File: config.mk
export PLATFORM = sky130hd
export DESIGN_NAME = psw_ctl
export DESIGN_NICKNAME = d
export VERILOG_FILES = /design/src/rtl/psw_pkg.sv /design/src/rtl/psw_flags.sv /design/src/rtl/psw_sys.sv /design/src/rtl/psw_ctl.sv
export SDC_FILE = /design/constraint.sdc
export NUM_CORES = 1
export LEC_CHECK = 0
export CORE_UTILIZATION = 26
export DETAILED_ROUTE_END_ITERATION = 16
export GPL_ROUTABILITY_DRIVEN = 0
export PLACE_DENSITY = 0.76
export REMOVE_ABC_BUFFERS = 1
export SKIP_LAST_GASP = 1
export SYNTH_ARGS = -nofsm -noshare
export SYNTH_HDL_FRONTEND = slang
export SYNTH_SLANG_ARGS = --single-unit
File: constraint.sdc
create_clock -name clk -period 0.9 [get_ports clk]
set_input_delay 0.18 -clock clk [delete_from_list [all_inputs] [get_ports clk]]
set_output_delay 0.18 -clock clk [all_outputs]
set_load 0.1 [all_outputs]
File: src/rtl/psw_pkg.sv
package psw_pkg;
  localparam int SR_W     = 16;
  localparam int FLAG_N   = 5;
  localparam int MASK_W   = 3;
  localparam int C_POS    = 0;
  localparam int V_POS    = 1;
  localparam int Z_POS    = 2;
  localparam int N_POS    = 3;
  localparam int X_POS    = 4;
  localparam int MASK_LSB = 8;
  localparam int MASK_MSB = MASK_LSB + MASK_W - 1;
  localparam int SUP_POS  = 13;
  localparam logic [MASK_W-1:0] MASK_RST = '1;
endpackage

File: src/rtl/psw_flags.sv
module psw_flags #(
  parameter int N = 5
) (
  input  logic         clk,
  input  logic         rst_n,
  input  logic         word_we,
  input  logic         flag_we,
  input  logic [N-1:0] wr_val,
  input  logic         alu_we,
  input  logic [N-1:0] alu_en,
  input  logic [N-1:0] alu_val,
  output logic [N-1:0] flags_q
);
  logic any_wr;
  assign any_wr = word_we | flag_we;

  for (genvar i = 0; i < N; i++) begin : g_flag
    always_ff @(posedge clk or negedge rst_n) begin
      if (!rst_n)                 flags_q[i] <= 1'b0;
      else if (any_wr)            flags_q[i] <= wr_val[i];
      else if (alu_we && alu_en[i]) flags_q[i] <= alu_val[i];
    end

    // a flag with its enable clear is not touched by the ALU
    a_r6_masked_hold: assert property (@(posedge clk) disable iff (!rst_n)
      (!any_wr && !(alu_we && alu_en[i])) |=> $stable(flags_q[i]));
  end

  // a flag-only write lands in the flag byte
  a_r5_flag_load: assert property (@(posedge clk) disable iff (!rst_n)
    (flag_we && !word_we) |=> (flags_q == $past(wr_val)));
endmodule

File: src/rtl/psw_sys.sv
module psw_sys #(
  parameter int MW = 3,
  parameter logic [MW-1:0] MASK_INIT = '1
) (
  input  logic          clk,
  input  logic          rst_n,
  input  logic          word_req,
  input  logic          req_super,
  input  logic          sup_val,
  input  logic [MW-1:0] mask_val,
  input  logic          exc,
  input  logic          exc_irq,
  input  logic [MW-1:0] exc_lvl,
  output logic          sup_q,
  output logic [MW-1:0] mask_q,
  output logic          viol_q,
  output logic          word_ok
);
  logic refused;
  assign word_ok = word_req & req_super;
  assign refused = word_req & ~req_super;

  always_ff @(posedge clk or negedge rst_n) begin
    if (!rst_n) begin
      sup_q  <= 1'b1;
      mask_q <= MASK_INIT;
      viol_q <= 1'b0;
    end else begin
      viol_q <= refused;
      if (exc) begin
        sup_q <= 1'b1;
        if (exc_irq) mask_q <= exc_lvl;
      end else if (word_ok) begin
        sup_q  <= sup_val;
        mask_q <= mask_val;
      end
    end
  end

  // every refused write raises the violation pulse
  a_r4_viol_raise: assert property (@(posedge clk) disable iff (!rst_n)
    refused |=> viol_q);
  // no violation pulse without a refused write
  a_r4_viol_quiet: assert property (@(posedge clk) disable iff (!rst_n)
    !refused |=> !viol_q);
  // a refused write leaves the system byte unchanged
  a_r4_sys_hold: assert property (@(posedge clk) disable iff (!rst_n)
    (refused && !exc) |=> ($stable(sup_q) && $stable(mask_q)));
  // exception entry always ends in supervisor state
  a_r7_exc_super: assert property (@(posedge clk) disable iff (!rst_n)
    exc |=> sup_q);
endmodule

File: src/rtl/psw_ctl.sv
module psw_ctl
  import psw_pkg::*;
(
  input  logic              clk,
  input  logic              rst_n,
  input  logic              alu_upd_i,
  input  logic [FLAG_N-1:0] alu_en_i,
  input  logic [FLAG_N-1:0] alu_flags_i,
  input  logic              wr_word_i,
  input  logic              wr_flags_i,
  input  logic              wr_super_i,
  input  logic [SR_W-1:0]   wr_data_i,
  input  logic              exc_i,
  input  logic              exc_irq_i,
  input  logic [MASK_W-1:0] exc_level_i,
  output logic [SR_W-1:0]   sr_o,
  output logic              priv_viol_o,
  output logic              a7_super_o
);
  logic              sup_q;
  logic [MASK_W-1:0] mask_q;
  logic [FLAG_N-1:0] flags_q;
  logic              word_ok;

  psw_sys #(.MW(MASK_W), .MASK_INIT(MASK_RST)) u_sys (
    .clk      (clk),
    .rst_n    (rst_n),
    .word_req (wr_word_i),
    .req_super(wr_super_i),
    .sup_val  (wr_data_i[SUP_POS]),
    .mask_val (wr_data_i[MASK_MSB:MASK_LSB]),
    .exc      (exc_i),
    .exc_irq  (exc_irq_i),
    .exc_lvl  (exc_level_i),
    .sup_q    (sup_q),
    .mask_q   (mask_q),
    .viol_q   (priv_viol_o),
    .word_ok  (word_ok)
  );

  psw_flags #(.N(FLAG_N)) u_flags (
    .clk    (clk),
    .rst_n  (rst_n),
    .word_we(word_ok),
    .flag_we(wr_flags_i),
    .wr_val (wr_data_i[FLAG_N-1:0]),
    .alu_we (alu_upd_i),
    .alu_en (alu_en_i),
    .alu_val(alu_flags_i),
    .flags_q(flags_q)
  );

  always_comb begin
    sr_o                     = '0;
    sr_o[FLAG_N-1:0]         = flags_q;
    sr_o[MASK_MSB:MASK_LSB]  = mask_q;
    sr_o[SUP_POS]            = sup_q;
  end

  assign a7_super_o = sup_q;
endmodule

==> metrics.cfg, run 1 <==
[worst_setup_path]
r2r_cells=2
path_cells=buf_12
start_kind=flop
cpLargestDelayFamily=flip-flops
cp.depth=1
crit_fanout=3
arrival_ps=1030
crit_required_ps=720
slowest_stage=dfstp_2
setup.worst_path.start=u_sys.sup_q$_DFFE_PN1P_
cpPeakStageDelay_ps=590
worstSetupPathType=flop to primary output
cp.buffers_inverters=1
worst_setup_path_end_kind=primary output
worstReg2RegStart=u_sys.sup_q$_DFFE_PN1P_

[yosys]
synthCells=51
synth-seq-cells=10
synth_area_leaders=dfrtp_1, dfstp_2, mux2_2, buf_4, mux2i_1
syn_area_per_cell_um2=10.8
synth_top_family_by_area=multiplexers
synthDominantCellAreaShare=0.273
yosys_warnings=0
synthMuxAreaShare=0.214
syn_area_um2=551
synth-simple-area-share=0.0955
synth_top_cell_by_area=dfrtp_1
synth-compound-area-share=0.111
yosys.area_share.adder=0
synth-seq-area-share=0.464
yosysUniqueCellTypes=14
synth-xor-area-share=0

[timing]
finalSetupViolations=12
final_hold_viol_count=0
finalWorstSetupSlack_ps=-310
fmax_mhz=826
skew_ps=0
rsz0062_at_grt=yes
post-route-period-util=1.34
fin_crit_ps=1210
slew_viol_final=0

[pwr]
power.density_nw_per_um2=1700
p_leak_nw=0.571
peakVddDrop_mv=0.838
fin_total_pwr_w=0.00195

[floorplanning]
std_cell_rows=16
dieWidth_um=48.0
die_y_um=48.0
core_area_um2=1980
boundaryPins=55
die_area_um2=2310
initial_core_util=0.278

[layout]
drive_gt1_frac=0.388
finalNonFillerCells=125
syn2layout_area_growth_pct=109
stdcell_area_um2=1150
fillCellCount=173
diodes=0
fin_nets=137

[global_routing]
grt-ovfl-total=0
antenna_found_initial=0
grt_first_pass_wirelength_um=1990
grt_pass1_vias=508
grt_use_total=0.128
grt_max_degree=11

[clock_tree]
cts_tree=built
cts_root_buf=clkbuf_4
clk_pin_slew_ps=70
clock-sinks=10
numCtsBuffers=3
insertion_delay_ps=260
cts_max_level=1
cts_buffer_depth=2

[route]
ant_nets=0
wirelength_um=1480
wl_per_cell_um=11.9
routed_via_density=4.15
drtPass1Iterations=2
routed-via-count=519
first_iter_violations=2
drc=0

[min_path]
hold_depth=2
min_from=exc_i
holdCritPathClass=input pin to flop

[placement]
hpwlAfterDp_um=1230
place_inst=121
place_ws_ps=-610
placed_area_um2=1090
io_buffers=40

[job]
max_cap_viol_count=0

[outcome]
outcome=finished, violations left
violations=setup timing

[registers in the layout, summed over array words and instances (netlist names)]
| name | flops |
|---|---|
| u_sys.sup_q | 1 |
| u_sys.viol_q | 1 |
| u_sys.mask_q | 3 |
| u_flags.flags_q | 5 |
[cell type report]
class	instances	area (µm²)	share of cell area
clock buffer	3	22.5	0.0196
multi-input combinational	39	293	0.255
sequential	10	255	0.222
tap	27	33.8	0.0294
timing repair buffer	46	546	0.474
[timing repair]
| item | in CTS | in global routing |
|---|---|---|
| cloned | 0 | 1 |
| pin swaps | 3 | 1 |
| gates resized for setup | 26 | 6 |
| hold buffers | 0 | 0 |
| buffers inserted | 0 | 0 |
| endpoints found under the setup margin | 20 | 18 |
[Yosys cell counts]
master,n
nor2_1,5
mux2i_1,5
nand2_1,5
mux2_2,6
dfstp_2,4
buf_4,8
and3b_1,1
a21boi_0,1
conb_1,1
a311o_2,1
a21oi_1,5
a21oi_2,2
nor2b_1,1
dfrtp_1,6
[per-layer routing]
layer / up-vias / track usage / wire (µm)
li1: 255 / - / -
met4: 0 / 0.0333 / 0
met5: - / 0 / 0
met1: 231 / 0.121 / 480
met2: 33 / 0.243 / 789
met3: 0 / 0.0642 / 214
[worst reg2reg max path: cells and delay by family, from the launching register on]
family             cells  cell delay (ps)
AOI/OAI and AO/OA      2              450
DFF                    1              400
[kinds of logic (layout without fill, tap and decap cells)]
group / after synthesis / after routing
AOI/OAI and AO/OA: 9 / 9
buffers and inverters: 8 / 49
DFF: 10 / 10
muxes: 11 / 11
other: 1 / 7
and+or+nand+nor: 12 / 12
[power breakdown]
group	total, W	switching [W]	internal [W]
sequential	0.000582	0.0000582	0.000524
clock	0.000298	0.000144	0.000154
combinational	0.00107	0.000662	0.000412
total	0.00195	0.000864	0.00109
[through the flow]
| step | TNS (ps) | hold WS, ps | util |
|---|---|---|---|
| 2_1_floorplan | -5610 | -116 | - |
| 3_3_place_gp | -4100 | 630 | 0.552 |
| 3_5_place_dp | -4300 | 633 | 0.552 |
| 4_1_cts | -2300 | 153 | 0.573 |
| 5_1_grt | -2550 | 150 | 0.580 |
| 6_report | -2140 | 154 | 0.580 |
[path summary, 6_finish.rpt]
check / endpoint / slack (ps)
max in group asynchronous: u_flags.flags_q[1]$_DFFE_PN0P_ / 400
max reg2reg: u_sys.sup_q$_DFFE_PN1P_ / -20
max: a7_super_o / -310
min in group asynchronous: u_sys.mask_q[1]$_DFFE_PN1P_ / 380
min reg2reg: u_sys.mask_q[2]$_DFFE_PN1P_ / 640
min: u_sys.sup_q$_DFFE_PN1P_ / 150
[layout by cell type, fill, tap and decap left out]
cell type        instances
buf_4                    3
buf_2                    3
dfstp_2                  4
clkdlybuf4s50_1         17
mux2i_1                  5
nor2b_1                  1
conb_1                   7
a311o_2                  1
a21oi_2                  1
dlymetal6s2s_1           3
clkbuf_2                 1
buf_12                  11
mux2_4                   6
nand2_1                  5
dlygate4sd2_1            6
dfrtp_1                  6
a21boi_2                 1
a21oi_4                  1
and3b_2                  1
nor2_1                   5
a21oi_1                  5
buf_6                    2
clkbuf_4                 3
Power figures use the tool's default switching activity.
==> inputs of run 2 (changes only) <==
Settings changed: CORE_UTILIZATION 26 to 28, MAX_ROUTING_LAYER from default to met4, PLACE_DENSITY 0.76 to 0.77, SLEW_MARGIN from default to 20.
Clock period 0.9 ns to 1.3 ns, I/O delays scaled along.
==> run 2 against run 1 <==
  * The run still ends with setup timing left
  * Routed wire length is 7.7% lower
  * Power decreased by 28%
  * Cell area is 2.3% lower
==> metrics.cfg, run 2 (same netlist as run 1, synthesis figures left out) <==
[outcome]
outcome=finished, violations left
violations=setup timing

[worst_setup_path]
crit_required_ps=1040
start_kind=flop
worstSetupPathType=flop to primary output
worst_setup_path_end_kind=primary output
cpLargestDelayFamily=flip-flops
slowest_stage=dfstp_2
reg2reg_slack_ps=310
cpPeakStageDelay_ps=590
arrival_ps=1040
crit_fanout=3
path_cells=buf_12
cp.buffers_inverters=1

[global_routing]
grt-ovfl-total=0
grt_use_total=0.149
grt_first_pass_wirelength_um=2130
antenna_found_initial=0
grt_pass1_vias=510
grt_max_degree=11

[layout]
reg.largest.list=u_flags.flags_q (5), u_sys.mask_q (3)
finalNonFillerCells=122
fillCellCount=151
diodes=0
mostFrequentLayoutCell=clkdlybuf4s50_1
layout_common_cells=clkdlybuf4s50_1, buf_12, conb_1
multi_input_area_um2=258
largest_register=u_flags.flags_q
syn2layout_area_growth_pct=104
ff_latch_area_um2=255
largest_reg_flops=5
drive_gt1_frac=0.330
fin_nets=135

[timing]
rsz0062_at_grt=yes
fin_hold_ws_ps=269
fmax_mhz=768
slew_viol_final=0
post-route-period-util=1.00
final_hold_viol_count=0
fin_crit_ps=1300
finalSetupViolations=2
finalWorstSetupSlack_ps=-2.24
skew_ps=0

[clock_tree]
cts_buffer_depth=2
numCtsBuffers=3
cts_max_level=1
cts_tree=built
hold_buffers=0
clk_pin_slew_ps=70
cts_root_buf=clkbuf_4
clock-sinks=10
insertion_delay_ps=260

[route]
routed-via-count=522
ant_nets=0
wirelength_um=1370
drc=0
wl_per_cell_um=11.2
drtPass1Iterations=2
routed_via_density=4.28
first_iter_violations=5

[placement]
place_inst=118
hpwlAfterDp_um=1140
io_buffers=40

[floorplanning]
boundaryPins=55
std_cell_rows=15
dieWidth_um=46.3
core_area_um2=1780
initial_core_util=0.309
die_y_um=46.3
die_area_um2=2150

[job]
max_cap_viol_count=0

[pwr]
power.density_nw_per_um2=1260
p_leak_nw=0.511
peakVddDrop_mv=0.700
fin_total_pwr_w=0.00141

[min_path]
holdCritPathClass=input pin to flop

run 2: changes by cell type in the layout (fill, tap and decap cells not counted), moves of 2 or more:
cell / before / now
mux2_2: 0 / 6
mux2_4: 6 / 0
dlymetal6s2s_1: 3 / 1
buf_2: 3 / 0
clkdlybuf4s50_1: 17 / 28
buf_6: 2 / 0
dlygate4sd2_1: 6 / 0
run 2: per-layer routing:
layer	up-vias	part of all wire	GRT usage
met2	26	0.54	0.242
met3	2	0.071	0.0314
li1	254	-	-
met4	0	0.0088	0.106
met5	-	0	-
met1	240	0.38	0.157
run 2: final cells by class:
type,count,share of cell area
Timing Repair Buffer,44,0.483
Multi-Input combinational cell,39,0.229
Sequential cell,10,0.227
Clock buffer,4,0.0323
Tap cell,25,0.0278
run 2: through the flow:
stage / setup TNS [ps] / cell area (µm²) / setup WS [ps] / utilization
final: -4.13 / 1120 / -2.24 / 0.630
after global routing: -63.6 / 1120 / -32.0 / 0.630
after detailed placement: -1280 / 1080 / -284 / 0.608
after global placement: -1190 / 1080 / -280 / 0.608
after CTS: -36.4 / 1120 / -18.4 / 0.629
after floorplan: -527 / 513 / -285 / -
run 2: worst paths after layout:
path / start / to / cells after the start
worst max-delay path: u_sys.sup_q$_DFFE_PN1P_ / a7_super_o / 1
worst min-delay path: exc_i / u_sys.sup_q$_DFFE_PN1P_ / 2
worst max register to register: u_sys.sup_q$_DFFE_PN1P_ / u_sys.sup_q$_DFFE_PN1P_ / 2
worst min register to register: u_sys.mask_q[0]$_DFFE_PN1P_ / u_sys.mask_q[0]$_DFFE_PN1P_ / 1
max in group asynchronous: rst_n / u_sys.mask_q[0]$_DFFE_PN1P_ / 1
min in group asynchronous: rst_n / u_flags.flags_q[4]$_DFFE_PN0P_ / 1
run 2: power by group:
group / internal [W] / switching, W
sequential: 0.000362 / 0.0000390
combinational: 0.000275 / 0.000451
clock: 0.000170 / 0.000113
total: 0.000808 / 0.000603
run 2: what timing repair did:
item	in CTS	in global routing
endpoints found under the hold margin	0	0
cloned	0	0
endpoints found under the setup margin	4	5
gates resized for setup	0	1
setup buffers	0	0
==> inputs of run 3 (changes only) <==
Settings changed: CELL_PAD_IN_SITES_DETAIL_PLACEMENT from default to 0, CELL_PAD_IN_SITES_GLOBAL_PLACEMENT from default to 1, CORE_UTILIZATION 28 to 19, PLACE_DENSITY 0.77 to default, PLACE_DENSITY_LB_ADDON from default to 0.1.
==> run 3 against run 2 <==
  * Via count rose by 1.7%
  * Register-to-register slack improved by 20 ps
  * Maximum frequency fell by 1.0%
  * Combinational power rose by 1%
  * Sequential power barely moved
  * Final cell count rose by 6.6%
  * The run still ends with setup timing left
  * Flip-flop and latch count did not move
  * Utilization fell by 21 points
  * Critical path depth did not move
  * Clock skew did not move
  * Critical path type unchanged
==> metrics.cfg, run 3 (same netlist as run 1, synthesis figures left out) <==
[outcome]
outcome=finished, violations left
violations=setup timing

[job]
max_cap_viol_count=0

[placement]
io_buffers=40
hpwlAfterDp_um=1110

[route]
wl_met3_um=136
drtPass1Iterations=3
first_iter_violations=2
ant_nets=0
routed_via_density=4.08
wl_per_cell_um=10.4
wl_met2_um=667
routed-via-count=531
top_layer=met4
wl_met1_um=522
wirelength_um=1350
drc=0

[pwr]
p_clk_frac=0.201
power.density_nw_per_um2=1230
p_leak_nw=0.528
p_int_w=0.000817
seq_power_share=0.282
p_comb_frac=0.516
netSwitchingFraction=0.426
peakVddDrop_mv=0.816
p_sw_w=0.000607

[worst_setup_path]
cp.buffers_inverters=1
crit_fanout=3
worst_setup_path_end_kind=primary output
crit_required_ps=1040
arrival_ps=1060
start_kind=flop
cpLargestDelayFamily=flip-flops
cpPeakStageDelay_ps=600
worstSetupPathType=flop to primary output
path_cells=buf_12
slowest_stage=dfstp_2

[layout]
layout_common_cells=clkdlybuf4s50_1, buf_12, conb_1
diodes=0
mostFrequentLayoutCell=clkdlybuf4s50_1
largest_register=u_flags.flags_q
reg.largest.list=u_flags.flags_q (5), u_sys.mask_q (3)
syn2layout_area_growth_pct=111
fin_nets=137
fillCellCount=285
largest_reg_flops=5
drive_gt1_frac=0.354
fin_util=0.422

[timing]
skew_ps=0
fin_crit_ps=1320
finalSetupViolations=2
final_hold_viol_count=0
finalSetupTns_ps=-31.0
finalWorstSetupSlack_ps=-15.6
fmax_mhz=760
slew_viol_final=0
rsz0062_at_grt=yes
post-route-period-util=1.01

[clock_tree]
numCtsBuffers=3
cts_tree=built
clk_pin_slew_ps=70
hold_buffers=0
cts_buffer_depth=2
clock-sinks=10
post_cts_buffers=0
cts_max_level=1
insertion_delay_ps=260
cts_root_buf=clkbuf_4

[min_path]
holdCritPathClass=input pin to flop

[floorplanning]
boundaryPins=55
die_area_um2=3120
initial_core_util=0.200
core_area_um2=2760
die_y_um=55.8
dieWidth_um=55.8
std_cell_rows=19

[global_routing]
grt_first_pass_wirelength_um=2290
grt_max_degree=11
grt-ovfl-total=0
antenna_found_initial=0
grt_use_total=0.100
grt_pass1_vias=569

## run 3: layout make-up
| class | count | area, µm² | share of cell area |
|---|---|---|---|
| Sequential cell | 10 | 255 | 0.220 |
| Multi-Input combinational cell | 39 | 270 | 0.233 |
| Tap cell | 31 | 38.8 | 0.0334 |
| Timing Repair Buffer | 46 | 562 | 0.483 |
| Clock buffer | 4 | 36.3 | 0.0312 |
## run 3: worst paths after layout
check                      cells past startpoint  slack [ps]                   startpoint                          end
max                                            1         -20      u_sys.sup_q$_DFFE_PN1P_                     sr_o[13]
min                                            3         360                        exc_i      u_sys.sup_q$_DFFE_PN1P_
max reg2reg                                    2         330      u_sys.sup_q$_DFFE_PN1P_      u_sys.sup_q$_DFFE_PN1P_
min reg2reg                                    1         640  u_sys.mask_q[2]$_DFFE_PN1P_  u_sys.mask_q[2]$_DFFE_PN1P_
max in group asynchronous                      2         680                        rst_n      u_sys.sup_q$_DFFE_PN1P_
min in group asynchronous                      1         400                        rst_n  u_sys.mask_q[1]$_DFFE_PN1P_
## run 3: stage by stage
| stage | setup slack (ps) | area (µm²) | hold slack [ps] | instances | power, W |
|---|---|---|---|---|---|
| CTS | -32.8 | 1150 | 414 | 130 | 0.00145 |
| finish | -15.6 | 1160 | 362 | 130 | 0.00142 |
| floorplan | -285 | 513 | -35.6 | 49 | 0.000830 |
| detailed placement | -303 | 1110 | 634 | 126 | 0.00114 |
| global placement | -294 | 1110 | 628 | 126 | 0.00114 |
| global route | -53.4 | 1160 | 387 | 130 | 0.00149 |
## run 3: routing by layer
metal  GRT usage  up-vias
met2       0.181       32
met4      0.0418        0
met1      0.0876      238
met5           -        -
met3      0.0512        4
li1            -      257
## run 3: timing repair
item | in CTS | in global routing
hold endpoints to repair | 0 | 0
endpoints found under the setup margin | 5 | 5
resized for setup | 2 | 3
pin swaps | 0 | 0
## run 3: power by group through the flow
stage	Clock [W]	Sequential (W)	Combinational, W
after floorplan	0	0.000674	0.000155
after global placement	0	0.000407	0.000733
after detailed placement	0	0.000408	0.000733
after CTS	0.000303	0.000404	0.000741
after global routing	0.000316	0.000408	0.000765
final	0.000287	0.000402	0.000736
